## src/rtl/nor_seq_pkg.sv

```systemverilog
package nor_seq_pkg;

  typedef enum logic [1:0] {
    OP_PROG   = 2'd0,
    OP_SERASE = 2'd1,
    OP_CERASE = 2'd2,
    OP_BAD    = 2'd3
  } op_e;

  typedef enum logic [1:0] {
    ST_IDLE  = 2'd0,
    ST_WRITE = 2'd1,
    ST_POLL  = 2'd2
  } st_e;

  typedef struct packed {
    logic [15:0] a;
    logic [7:0]  d;
  } cmd_word_t;

  localparam logic [15:0] KEY_ADDR_HI = 16'h5555;
  localparam logic [15:0] KEY_ADDR_LO = 16'h2AAA;
  localparam logic [7:0]  KEY_DATA_HI = 8'hAA;
  localparam logic [7:0]  KEY_DATA_LO = 8'h55;
  localparam logic [7:0]  CODE_PROG   = 8'hA0;
  localparam logic [7:0]  CODE_ERASE  = 8'h80;
  localparam logic [7:0]  CODE_CHIP   = 8'h10;
  localparam logic [7:0]  CODE_SECT   = 8'h30;

  // Fixed part of every command: step index -> address/data pair.
  function automatic cmd_word_t fixed_word(op_e op, logic [2:0] idx);
    cmd_word_t w;
    case (idx)
      3'd0:    w = '{KEY_ADDR_HI, KEY_DATA_HI};
      3'd1:    w = '{KEY_ADDR_LO, KEY_DATA_LO};
      3'd2:    w = '{KEY_ADDR_HI, (op == OP_PROG) ? CODE_PROG : CODE_ERASE};
      3'd3:    w = '{KEY_ADDR_HI, KEY_DATA_HI};
      3'd4:    w = '{KEY_ADDR_LO, KEY_DATA_LO};
      default: w = '{KEY_ADDR_HI, (op == OP_CERASE) ? CODE_CHIP : CODE_SECT};
    endcase
    return w;
  endfunction

endpackage

```

## src/rtl/nor_seq_cmdgen.sv

```systemverilog
module nor_seq_cmdgen
  import nor_seq_pkg::*;
#(
  parameter int AW    = 19,
  parameter int NSECT = 8,
  localparam int SW   = $clog2(NSECT)
) (
  input  op_e              op,
  input  logic [2:0]       idx,
  input  logic [NSECT-1:0] rem,
  input  logic [NSECT-1:0] sel,
  input  logic [AW-1:0]    tgt_addr,
  input  logic [7:0]       tgt_data,
  output logic [AW-1:0]    cmd_addr,
  output logic [7:0]       cmd_data,
  output logic             cmd_last,
  output logic [NSECT-1:0] pick,
  output logic [AW-1:0]    poll_addr,
  output logic             poll_bit
);

  function automatic logic [SW-1:0] first_idx(logic [NSECT-1:0] m);
    logic [SW-1:0] k;
    k = '0;
    for (int i = NSECT - 1; i >= 0; i--) begin
      if (m[i]) k = SW'(i);
    end
    return k;
  endfunction

  function automatic logic [AW-1:0] sect_base(logic [SW-1:0] k);
    return {k, {(AW - SW){1'b0}}};
  endfunction

  cmd_word_t w;

  // lowest remaining sector, as a one-hot vector
  assign pick = rem & (~rem + NSECT'(1));

  always_comb begin
    w        = fixed_word(op, idx);
    cmd_addr = AW'(w.a);
    cmd_data = w.d;
    cmd_last = 1'b0;
    if (op == OP_PROG && idx == 3'd3) begin
      cmd_addr = tgt_addr;
      cmd_data = tgt_data;
      cmd_last = 1'b1;
    end else if (idx == 3'd5) begin
      if (op == OP_SERASE) begin
        cmd_addr = sect_base(first_idx(rem));
        cmd_last = ((rem & ~pick) == '0);
      end else begin
        cmd_last = 1'b1;
      end
    end
  end

  always_comb begin
    case (op)
      OP_PROG:   poll_addr = tgt_addr;
      OP_SERASE: poll_addr = sect_base(first_idx(sel));
      default:   poll_addr = '0;
    endcase
    poll_bit = (op == OP_PROG) ? tgt_data[7] : 1'b1;
  end

endmodule

```

## src/rtl/nor_seq_timer.sv

```systemverilog
module nor_seq_timer #(
  parameter int CW = 24
) (
  input  logic          clk,
  input  logic          rst_n,
  input  logic          run,
  input  logic [CW-1:0] limit,
  output logic          expired
);

  logic [CW-1:0] cnt;

  assign expired = (cnt >= limit);

  always_ff @(posedge clk or negedge rst_n) begin
    if (!rst_n)        cnt <= '0;
    else if (!run)     cnt <= '0;
    else if (!expired) cnt <= cnt + CW'(1);
  end


  expiry_sticky_chk: assert property (@(posedge clk) disable iff (!rst_n)
    run && expired && run |=> !run || expired);


  count_start_chk: assert property (@(posedge clk) disable iff (!rst_n)
    !run |=> cnt == '0);

endmodule

```

## src/rtl/nor_flash_seq.sv

```systemverilog
module nor_flash_seq
  import nor_seq_pkg::*;
#(
  parameter int AW    = 19,
  parameter int NSECT = 8,
  parameter int CW    = 24
) (
  input  logic             clk,
  input  logic             rst_n,
  input  logic             req_i,
  output logic             ack_o,
  input  logic [1:0]       op_i,
  input  logic [AW-1:0]    addr_i,
  input  logic [7:0]       data_i,
  input  logic [NSECT-1:0] sect_mask_i,
  input  logic [CW-1:0]    prog_limit_i,
  input  logic [CW-1:0]    serase_limit_i,
  input  logic [CW-1:0]    cerase_limit_i,
  output logic             busy_o,
  output logic             done_o,
  output logic             err_o,
  output logic             bus_req_o,
  output logic             bus_we_o,
  output logic [AW-1:0]    bus_addr_o,
  output logic [7:0]       bus_wdata_o,
  input  logic             bus_ack_i,
  input  logic             bus_rbit7_i
);

  st_e              st;
  op_e              op_q;
  logic [AW-1:0]    addr_q;
  logic [7:0]       data_q;
  logic [NSECT-1:0] sel_q, rem_q;
  logic [2:0]       idx_q;
  logic [CW-1:0]    limit_q, limit_in;
  logic             done_q, err_q;

  logic [AW-1:0]    cmd_addr, poll_addr;
  logic [7:0]       cmd_data;
  logic             cmd_last, poll_bit, expired;
  logic [NSECT-1:0] pick;

  // named events for the assertions
  op_e  op_in;
  logic accept, bad_req, poll_hit, poll_fail;

  assign op_in     = op_e'(op_i);
  assign accept    = req_i && (st == ST_IDLE);
  assign bad_req   = (op_in == OP_BAD) || (op_in == OP_SERASE && sect_mask_i == '0);
  assign poll_hit  = (st == ST_POLL) && bus_ack_i && (bus_rbit7_i == poll_bit);
  assign poll_fail = (st == ST_POLL) && bus_ack_i && (bus_rbit7_i != poll_bit) && expired;

  always_comb begin
    case (op_in)
      OP_PROG:   limit_in = prog_limit_i;
      OP_SERASE: limit_in = serase_limit_i;
      default:   limit_in = cerase_limit_i;
    endcase
  end

  nor_seq_cmdgen #(.AW(AW), .NSECT(NSECT)) u_cmdgen (
    .op(op_q), .idx(idx_q), .rem(rem_q), .sel(sel_q),
    .tgt_addr(addr_q), .tgt_data(data_q),
    .cmd_addr(cmd_addr), .cmd_data(cmd_data), .cmd_last(cmd_last),
    .pick(pick), .poll_addr(poll_addr), .poll_bit(poll_bit)
  );

  nor_seq_timer #(.CW(CW)) u_timer (
    .clk(clk), .rst_n(rst_n), .run(st == ST_POLL),
    .limit(limit_q), .expired(expired)
  );

  always_ff @(posedge clk or negedge rst_n) begin
    if (!rst_n) begin
      st      <= ST_IDLE;
      op_q    <= OP_PROG;
      addr_q  <= '0;
      data_q  <= '0;
      sel_q   <= '0;
      rem_q   <= '0;
      idx_q   <= '0;
      limit_q <= '0;
      done_q  <= 1'b0;
      err_q   <= 1'b0;
    end else begin
      done_q <= 1'b0;
      err_q  <= 1'b0;
      case (st)
        ST_IDLE: if (accept) begin
          op_q    <= op_in;
          addr_q  <= addr_i;
          data_q  <= data_i;
          sel_q   <= sect_mask_i;
          rem_q   <= sect_mask_i;
          idx_q   <= '0;
          limit_q <= limit_in;
          if (bad_req) begin
            done_q <= 1'b1;
            err_q  <= 1'b1;
          end else begin
            st <= ST_WRITE;
          end
        end
        ST_WRITE: if (bus_ack_i) begin
          if (cmd_last)            st <= ST_POLL;
          else if (idx_q != 3'd5)  idx_q <= idx_q + 3'd1;
          if (op_q == OP_SERASE && idx_q == 3'd5) rem_q <= rem_q & ~pick;
        end
        ST_POLL: begin
          if (poll_hit) begin
            st     <= ST_IDLE;
            done_q <= 1'b1;
          end else if (poll_fail) begin
            st     <= ST_IDLE;
            done_q <= 1'b1;
            err_q  <= 1'b1;
          end
        end
        default: st <= ST_IDLE;
      endcase
    end
  end

  assign ack_o       = accept;
  assign busy_o      = (st != ST_IDLE);
  assign done_o      = done_q;
  assign err_o       = err_q;
  assign bus_req_o   = (st == ST_WRITE) || (st == ST_POLL);
  assign bus_we_o    = (st == ST_WRITE);
  assign bus_addr_o  = (st == ST_WRITE) ? cmd_addr : poll_addr;
  assign bus_wdata_o = (st == ST_WRITE) ? cmd_data : 8'h00;


  bus_hold_chk: assert property (@(posedge clk) disable iff (!rst_n)
    bus_req_o && !bus_ack_i |=> bus_req_o && $stable(bus_addr_o) &&
                                $stable(bus_we_o) && $stable(bus_wdata_o));


  refuse_busy_chk: assert property (@(posedge clk) disable iff (!rst_n)
    busy_o |-> !ack_o);


  admit_chk: assert property (@(posedge clk) disable iff (!rst_n)
    ack_o |=> busy_o || done_o);


  done_idle_chk: assert property (@(posedge clk) disable iff (!rst_n)
    done_o |-> !busy_o && !bus_req_o);


  poll_ok_chk: assert property (@(posedge clk) disable iff (!rst_n)
    poll_hit |=> done_o && !err_o);


  timeout_chk: assert property (@(posedge clk) disable iff (!rst_n)
    poll_fail |=> done_o && err_o);


  bad_req_chk: assert property (@(posedge clk) disable iff (!rst_n)
    accept && bad_req |=> done_o && err_o && !bus_req_o);


  sector_pick_chk: assert property (@(posedge clk) disable iff (!rst_n)
    (st == ST_WRITE) && (op_q == OP_SERASE) && (idx_q == 3'd5) |-> $countones(pick) == 1);


  done_pulse_chk: assert property (@(posedge clk) disable iff (!rst_n)
    done_o |=> !done_o);

endmodule

```

## config.mk

```make
export PLATFORM = sky130hd
export DESIGN_NAME = nor_flash_seq
export DESIGN_NICKNAME = d
export VERILOG_FILES = /design/src/rtl/nor_seq_pkg.sv /design/src/rtl/nor_seq_cmdgen.sv /design/src/rtl/nor_seq_timer.sv /design/src/rtl/nor_flash_seq.sv
export SDC_FILE = /design/constraint.sdc
export NUM_CORES = 1
export LEC_CHECK = 0
export BUFFER_PORTS_ARGS = -buffer_cell sky130_fd_sc_hd__clkbuf_2
export CORE_ASPECT_RATIO = 0.9
export CORE_MARGIN = 1
export CORE_UTILIZATION = 25
export CTS_CLUSTER_SIZE = 8
export DETAILED_ROUTE_END_ITERATION = 12
export GPL_TIMING_DRIVEN = 0
export PLACE_DENSITY_LB_ADDON = 0.05
export SETUP_SLACK_MARGIN = 0.15
export SLEW_MARGIN = 40
export SYNTH_ARGS = -nofsm -noshare
export SYNTH_HDL_FRONTEND = slang
export SYNTH_SLANG_ARGS = --single-unit
```

## constraint.sdc

```tcl
create_clock -name clk -period 2.2 [get_ports clk]
set_input_delay 0 -clock clk [delete_from_list [all_inputs] [get_ports clk]]
set_output_delay 0 -clock clk [all_outputs]
set_load 0.01 [all_outputs]
```

==> impl_metrics.tcl <==
set metrics [dict create \
    via_per_inst 4.88 \
    vias 6084 \
    crit_chain "ha_1 > nand4_1 > nor4_2 > buf_4 > a21oi_4 > o2111ai_4 > buf_6 > buf_12 > buf_12 > or4_4 > a21oi_2" \
    clock_tree.root_cell "clkbuf_16" \
    r2r_slack_ns -0.32 \
    setup_violations 28 \
    cts_buffers 9 \
    grt_overflow_total 0 \
    yosys-top-cells-area "dfrtp_1 (40%), ha_1 (6.7%), mux2_2 (6.6%), a21oi_1 (5.4%), mux2i_1 (4.9%)" \
    cp.arrival_ns 2.80 \
    core_um2 24300 \
    synth_commonest_cells "dfrtp_1 (100), a21oi_1 (67), nand2_1 (67)" \
    worstPathRequired_ns 2.48 \
    synthSimpleGateAreaFrac_pct 15.6 \
    dr.pass1.iters 4 \
    synth_warnings 0 \
    cts_tree "yes" \
    synth-edff-count 0 \
    hold_class "input pin to flop" \
    cp_max_fo 5 \
    synth-xor-area-share_pct 0.142 \
    min_period_over_period_pct 115 \
    wire_per_inst_um 16.8 \
    setup_ws_ns -0.320 \
    period_minus_slack_ns 2.52 \
    synth_cell_types 64 \
    crit_path_end_kind "flop" \
    clk-insertion-delay-late_ns 0.36 \
    synth_top_family_by_area "compound AO/OA/AOI/OAI gates" \
    gp_congestion 0.799 \
    max_cap_viol_count 0 \
    portBuffers 144 \
    drc_errors 0 \
    diodes 0 \
    vdd_drop_max_v 0.000583 \
    worst-path-buf-inv 4 \
    dp_hpwl_mm 14.9 \
    syn-num-nets 805 \
    worst_pin_slew_ns 0.724 \
    worstSetupStartpointType "flop" \
    hold_violations 0 \
    yosysSeqAreaShare_pct 40.5 \
    clockBufferDepth 2 \
    rows 54 \
    cts_sinks 100 \
    syn_to_final_growth_pct 55.4 \
    slowest_delay_ns 0.44 \
    max_freq_mhz 397 \
    critPathTopFamily "simple AND/OR/NAND/NOR gates" \
    synthAdderAreaFrac_pct 6.84 \
    antenna_left 0 \
    nets 1082 \
    die_area_um2 25400 \
    synth_area_per_cell_um2 9.40 \
    synth.most_common_cell "dfrtp_1" \
    violations "negative setup slack" \
    yosysTopAreaCellShare_pct 40.5 \
    grt.total_usage_pct 16.8 \
    hold_slack_ns 0.00197 \
    fp.dieW_um 168 \
    slowest_stage "dfrtp_2" \
    syn_inst 658 \
    critPathKind "flop to flop" \
    outcome "complete, but fails checks" \
    clk_pin_slew_ns 0.08 \
    finalMaxSlewViolations 0 \
    skew_ns 0.0112 \
    fp.dieH_um 151 \
    start_util_pct 25.5 \
    grt_pass1_wl_mm 33.1 \
    cpMostUsedCell "buf_12" \
    relSlewSlack_pct 51.7 \
    grt_pass1_vias 6281 \
    async_flop_share_pct 100 \
    power.leakage_uw 0.00435 \
    rsz0062_at_grt "true" \
    io_pins 147 \
    wl_mm 21.0 \
    tns_ns -7.26 \
    grt_antenna_before_repair 0 \
    synth-seq-cells 100 \
    htree_levels 3 \
    muxShareOfSynthArea_pct 11.4 \
    power_density_nw_per_um2 1020 \
    layout-drive-gt1-share_pct 42.0 \
    ys_dominant_reg_cell "dfrtp_1" \
    synth_top_cell_by_area "dfrtp_1" \
    grt_max_degree 61 \
    syn_area_um2 6180 \
    drt_iter0_markers 190 \
    synth_compound_area_share_pct 19.8 \
]
==> layer usage <==
layer	track usage [%]	vias to the layer above	part of all wire [%]
li1	-	2950	-
met1	20.4	2997	45
met2	30.8	118	51
met3	2.56	19	3.2
met4	4.50	0	1.4
met5	0	-	0
==> cell type report <==
type / instances / area [µm²]
plain buffers: 38 / 327
clock buffers: 9 / 225
clock inverters: 7 / 88.8
fillers: 2457 / 14600
inverters: 40 / 160
multi-input cells: 480 / 3920
flip-flops and latches: 100 / 2510
well taps: 308 / 385
repair buffers: 266 / 1990
==> tightest hold or removal path, stage by stage <==
cell and delay, ns:
clkbuf_2 0.08, a21oi_1 0.06, o21ai_0 0.17
==> through the flow <==
step | worst slack (ns) | total power, µW | util (%) | cells | cell area [µm²]
after floorplan | 0.0237 | 5640 | - | 658 | 6240
after global placement | -0.621 | 6950 | 30.3 | 1110 | 7340
after detailed placement | -0.617 | 7040 | 30.4 | 1111 | 7380
after CTS | -0.243 | 9460 | 37.1 | 1223 | 9000
after global routing | -0.436 | 10600 | 39.6 | 1248 | 9610
final | -0.320 | 9800 | 39.6 | 1248 | 9610
==> flip-flops by register name, summed over array words and instances (netlist names) <==
register / cells
addr_q: 19
data_q: 8
done_o: 1
err_o: 1
idx_q: 3
limit_q: 24
op_q: 2
rem_q: 8
sel_q: 8
st: 2
u_timer.cnt: 24
==> report_power, final <==
group          switching [µW]  leakage, µW  total (µW)  internal, µW
sequential                532      0.00126        3040          2510
clock                     865     0.000152        1690           821
combinational            2580      0.00294        5080          2500
==> path summary, 6_finish.rpt <==
kind,depth (start not counted),from,endpoint
setup reg to reg,11,u_timer.cnt[20]$_DFFE_PN0P_,u_timer.cnt[9]$_DFFE_PN0P_
hold reg to reg,2,limit_q[20]$_DFFE_PN0P_,limit_q[20]$_DFFE_PN0P_
min in group asynchronous,2,rst_n,limit_q[12]$_DFFE_PN0P_
hold / removal,3,cerase_limit_i[7],limit_q[7]$_DFFE_PN0P_
max in group asynchronous,3,rst_n,rem_q[2]$_DFFE_PN0P_
setup / recovery,11,u_timer.cnt[20]$_DFFE_PN0P_,u_timer.cnt[9]$_DFFE_PN0P_
==> cell families (layout without fill, tap and decap cells) <==
kind of cell               count (synthesis)  count (layout)
AOI/OAI and AO/OA                        190             190
and+or+nand+nor                          189             189
DFF                                      100             100
buffers and inverters                     78             360
muxes                                     66              66
adders and majority gates                 34              34
xor gates and xnor gates                   1               1
==> cell usage in the layout (no fill, tap or decap), types with 10 or more instances in the layout <==
| cell | instances |
|---|---|
| or4_4 | 11 |
| mux2_2 | 36 |
| a21oi_2 | 13 |
| clkbuf_2 | 135 |
| a21oi_1 | 51 |
| clkbuf_1 | 11 |
| buf_6 | 16 |
| dlygate4sd3_1 | 60 |
| clkbuf_16 | 13 |
| dfrtp_1 | 93 |
| o31ai_1 | 10 |
| a21o_1 | 16 |
| inv_1 | 34 |
| nand2_1 | 65 |
| o21ai_0 | 32 |
| buf_4 | 43 |
| buf_2 | 15 |
| mux2i_1 | 28 |
| nor2_1 | 38 |
| ha_1 | 24 |
| nand3_1 | 11 |
==> repair_timing <==
| action | 4_1_cts | 5_1_grt |
|---|---|---|
| buffers inserted | 34 | 23 |
| hold endpoints to repair | 167 | 0 |
| hold buffers | 60 | 0 |
| resized for setup | 96 | 102 |
| pin swaps | 30 | 42 |
| gates cloned | 2 | 2 |
| setup endpoints to repair | 89 | 69 |
Power figures use the tool's default switching activity.
